[src/rtl/onehot_carry_sel.sv]
module onehot_carry_sel #(
  parameter int N       = 12,
  parameter bit GROUPED = 1'b0,
  parameter bit PIPE    = 1'b0
) (
  input  logic         clk,
  input  logic         rst_n,
  input  logic [N-1:0] data,
  input  logic [N-1:0] sel,
  output logic         carry_out,
  output logic         gated_out,
  output logic         ref_out,
  output logic         sel_ok,
  output logic         sel_zero,
  output logic         sel_multi
);
  localparam int M = GROUPED ? N / 3 : N;

  logic [N-1:0] d_q, s_q;
  logic [M-1:0] imp;
  logic [M:0]   sum;

  if (N < 1 || (GROUPED && (N % 3) != 0)) begin : g_bad_width
    $error("onehot_carry_sel: N must be >= 1, and a multiple of 3 when grouped");
  end

  if (PIPE) begin : g_reg
    always_ff @(posedge clk or negedge rst_n) begin
      if (!rst_n) begin
        d_q <= '0;
        s_q <= '0;
      end else begin
        d_q <= data;
        s_q <= sel;
      end
    end
  end else begin : g_comb
    assign d_q = data;
    assign s_q = sel;
  end

  for (genvar j = 0; j < M; j++) begin : g_chain
    if (GROUPED) begin : g_tri
      assign imp[j] = (|(d_q[3*j +: 3] & s_q[3*j +: 3])) | ~(|s_q[3*j +: 3]);
    end else begin : g_one
      assign imp[j] = d_q[j] | ~s_q[j];
    end
  end

  assign sum       = {1'b0, imp} + (M+1)'(1);
  assign carry_out = sum[M];
  assign ref_out   = |(d_q & s_q);
  assign sel_zero  = ~(|s_q);
  assign sel_multi = |(s_q & (s_q - N'(1)));
  assign sel_ok    = ~sel_zero & ~sel_multi;
  assign gated_out = carry_out & ~sel_zero;
endmodule


[config.mk]
export PLATFORM = sky130hd
export DESIGN_NAME = onehot_carry_sel
export DESIGN_NICKNAME = d
export VERILOG_FILES = /design/src/rtl/onehot_carry_sel.sv
export SDC_FILE = /design/constraint.sdc
export NUM_CORES = 1
export LEC_CHECK = 0
export ABC_AREA = 1
export CAP_MARGIN = 20
export CORE_MARGIN = 1.5
export CORE_UTILIZATION = 25
export DETAILED_ROUTE_END_ITERATION = 6
export MAX_ROUTING_LAYER = met4
export PLACE_DENSITY = 0.68
export SKIP_LAST_GASP = 1
export SYNTH_ARGS = -nofsm -noshare
export SYNTH_HDL_FRONTEND = slang
export SYNTH_SLANG_ARGS = --single-unit
[constraint.sdc]
create_clock -name vclk -period 0.8
set_clock_uncertainty 0.05 [all_clocks]
set_input_delay 0.08 -clock vclk [all_inputs]
set_output_delay 0.08 -clock vclk [all_outputs]
set_load 0.01 [all_outputs]
# Word-level counts from Yosys, hierarchy flattened
# Cells that the tools add are included.
dict set report totals {
  regBits 0
  in_bits 26
  out_inout_bits 6
  wordCells 35
}
dict set report classes {
  addsub 2
  bitwise 30
  reduce_logical 3
}
# operator n
set op_table {}
lappend op_table {{12-bit OR reduction} 3}
lappend op_table {{12-bit bitwise AND} 2}
lappend op_table {{1-bit NOT} 14}
lappend op_table {{12-bit by 1-bit adder with 13-bit output (second input constant)} 1}
lappend op_table {{1-bit bitwise OR} 12}
lappend op_table {{12-bit by 1-bit subtractor with 12-bit output (second input constant)} 1}
lappend op_table {{1-bit bitwise AND} 2}

# Depth between registers and ports, before layout
dict set report depth {
  ltp_word 5
  ltp_mapped 9
  mapped_depth_nobuf 9
}

# Worst setup path before layout
# Ideal clock, no wire load.
dict set report synth_timing {
  path_kind {input -> output}
  start {input sel[5]}
  end {output gated_out}
  t_arrival_ps 846
  required_time_ps 670
  slack_ps -176
  stages 6
  path_buffers 0
  path_cell_list {nor2_2 > nand2_2 > nor2_4 > nand2_2 > nor3_2 > nor3_1}
}
dict set report synth_via {
  elab_chain_cells 4
  elab_cells_between_ends 5
  cone_classes {add/sub (1); bitwise (3); reduce/logical (1)}
}
# element line
set synth_rtl {}
lappend synth_rtl {{from (decl)} 9} ;# input logic [N-1:0] sel,
lappend synth_rtl {{1-bit NOT} 46} ;# assign imp[j] = d_q[j] | ~s_q[j];
lappend synth_rtl {{1-bit bitwise OR} 46}
lappend synth_rtl {{12-bit by 1-bit adder with 13-bit output} 50} ;# assign sum = {1'b0, imp} + (M+1)'(1);
lappend synth_rtl {{1-bit bitwise AND *} 56} ;# assign gated_out = carry_out & ~sel_zero;
lappend synth_rtl {{to (decl)} 11} ;# output logic gated_out,
# Mark *: on every way between the ends. The rest lies on a longest branch, timed or not.

# Final worst setup path
dict set report layout_timing {
  start {input sel[8]}
  end {output sel_ok}
}
dict set report layout_via {
  elab_chain_cells 5
  elab_cells_between_ends 6
  cone_classes {add/sub (1); bitwise (3); reduce/logical (2)}
}
# element line
set layout_rtl {}
lappend layout_rtl {{12-bit by 1-bit subtractor with 12-bit output} 54} ;# assign sel_multi = |(s_q & (s_q - N'(1)));
lappend layout_rtl {{12-bit bitwise AND} 54}
lappend layout_rtl {{12-bit OR reduction} 54}
lappend layout_rtl {{1-bit NOT} 55} ;# assign sel_ok = ~sel_zero & ~sel_multi;
lappend layout_rtl {{1-bit bitwise AND *} 55}
lappend layout_rtl {{to (decl)} 13} ;# output logic sel_ok,
# Marked as above.

==> flow_summary.ini <==
[routing]
route.detailed.drc = 0
drt-initial-drc-count = 26
wl_per_cell_um = 11.56
ant_nets = 0
wirelength_um = 1560
via_per_inst = 4.956
vias = 669
drtPass1Iterations = 4

[logic_synthesis]
ys_types = 17
synth_top_cell_by_area = nand2_1
syn_nets = 104
syn_avg_cell_area_sq_um = 4.909
synthTopCellsByArea = nand2_1 19%, nor2_1 15%, inv_1 14%, o22ai_1 8.2%, nand2_2 6.5%
synth_seq_area_share_pct = 0
netlist.area_leader.share_pct = 18.63
syn_area_sq_um = 382.9
postSynthCellCount = 78
yosys_warnings = 0

[floorplanning]
die_h_um = 42.14
core_area_sq_um = 1366
die_w_um = 42.14
rows = 13
die_area_sq_um = 1775
io-pin-count = 32
initial_utilization_pct = 28.02

[final_layout]
finalNetCount = 148
syn2layout_area_growth_pct = 109.8
num_antenna_cells = 0
utilization_pct = 58.79
fill_cells = 152
seq_area_sq_um = 0
final_cell_area_sq_um = 803.3
n_clock_buffer = 0
final_cells = 135
seq_cell_count = 0
drive_gt1_share_pct = 45.00

[timing]
rsz0062_at_grt = yes
fin_ws_ns = -0.4692
fin_crit_ns = 1.269
setup_violations = 6
fmaxAchievable_mhz = 787.9
slew_headroom_pct = 85.28
period_share_pct = 158.6
worst_pin_slew_ns = 0.2208
slew_viol_final = 0
tns_ns = -2.058
hold_viol = 0

[critical_path]
worstSetupPathType = input pin to output port
max_stage_delay_ns = 0.22
worstPathCellList = clkdlybuf4s15_2 > nor2_2 > inv_1 > nor2_1 > nand2_1 > nand2_1 > nand2_1 > inv_1 > nand3_2 > nor2_4 > buf_6
slowest_stage = clkdlybuf4s15_2
endpoint_kind = output port
path_max_fanout = 4
crit_buf_inv = 4
path_delay_family = simple AND/OR/NAND/NOR gates
cp_common_cell = nand2_1
worstPathArrival_ns = 1.14
required_ns = 0.67
start_kind = input pin

[placement]
dp_slack_ns = -1.234
port_buffers = 30
placed_cell_area_sq_um = 788.3
dp.cells = 132
routabilityCongestion = 0.7990
dp_hpwl_um = 1174

[global_routing]
grt_pass1_vias = 584
grt_usage_pct = 17.38
grt_max_degree = 6
grt_antenna_before_repair = 0
grt_overflow = 0
grt_pass1_wl_um = 2463

[power]
p_leak_uw = 0.0004114
max-vdd-ir-drop_mv = 0.2463
power.density_nw_per_um2 = 427.8

[run_status]
status = finished, violations left
violations = setup timing

[worst_hold_path]
worstHoldPathType = input pin to output port

[flow_run]
cap_violations = 0
[placed cells by master (no fill, tap or decap), types with 2 or more instances in the layout]
cell / synthesis / layout
nor2_2: 3 / 3
o22ai_1: 5 / 5
nand3_2: 1 / 2
buf_4: 0 / 13
nor2_4: 2 / 5
nand3_1: 4 / 3
inv_2: 0 / 2
nand2_1: 19 / 16
nand2_2: 4 / 7
inv_1: 14 / 12
buf_6: 0 / 5
buf_2: 0 / 8
a221oi_2: 0 / 2
o21ai_1: 1 / 2
nor2_1: 15 / 12
dlygate4sd2_1: 0 / 13
[what timing repair did]
| item | in CTS | in global routing |
|---|---|---|
| resized for setup | 97 | 11 |
| pin swaps | 18 | 7 |
| endpoints found under the setup margin | 6 | 6 |
| setup buffers | 3 | 0 |
| hold buffers | 0 | 0 |
[per-stage QoR]
| step | hold slack, ns | total power [uW] |
|---|---|---|
| 3_5_place_dp | 1.245 | 334.0 |
| 4_1_cts | 0.4518 | 327.7 |
| 3_3_place_gp | 1.247 | 331.6 |
| 2_1_floorplan | 0.1454 | 114.8 |
| 5_1_grt | 0.4508 | 373.8 |
| 6_report | 0.4355 | 343.6 |
[logic make-up (layout without fill, tap and decap cells)]
group,after synthesis,count (layout),synth area share (%)
and+or+nand+nor,50,50,62.42
AOI/OAI and AO/OA,14,14,23.85
buffers and inverters,14,56,13.73
[power breakdown]
| group | internal, uW | switching [uW] |
|---|---|---|
| clock | 0 | 0 |
| sequential | 0 | 0 |
| combinational | 175 | 169 |
[path summary, 6_finish.rpt]
| check | slack [ns] | depth (start not counted) | to | startpoint |
|---|---|---|---|---|
| min | 0.44 | 4 | ref_out | sel[2] |
| max | -0.47 | 11 | sel_ok | sel[8] |
[layer usage]
metal  vias up  GRT usage [%]  wire, um
met1       298          23.16       662
met2        32          31.56       778
li1        339              -         -
met3         0              0       119
met4         0              0         0
met5         -              -         0
[area by class of cell]
class	instances	area (sq um)	area share [%]
inverter	14	52.55	6.542
multi-input combinational	64	392.9	48.91
tap	15	18.77	2.336
timing repair buffer	42	339.1	42.21
[cells in the mapped netlist, drive strengths merged]
cell type and number:
nand2 23, a221oi 2, o21ai 4, a22o 1, o22ai 5, a21oi 2, nor2 20, nand3 5
inv 14, nor3 2
Power figures use the tool's default switching activity.
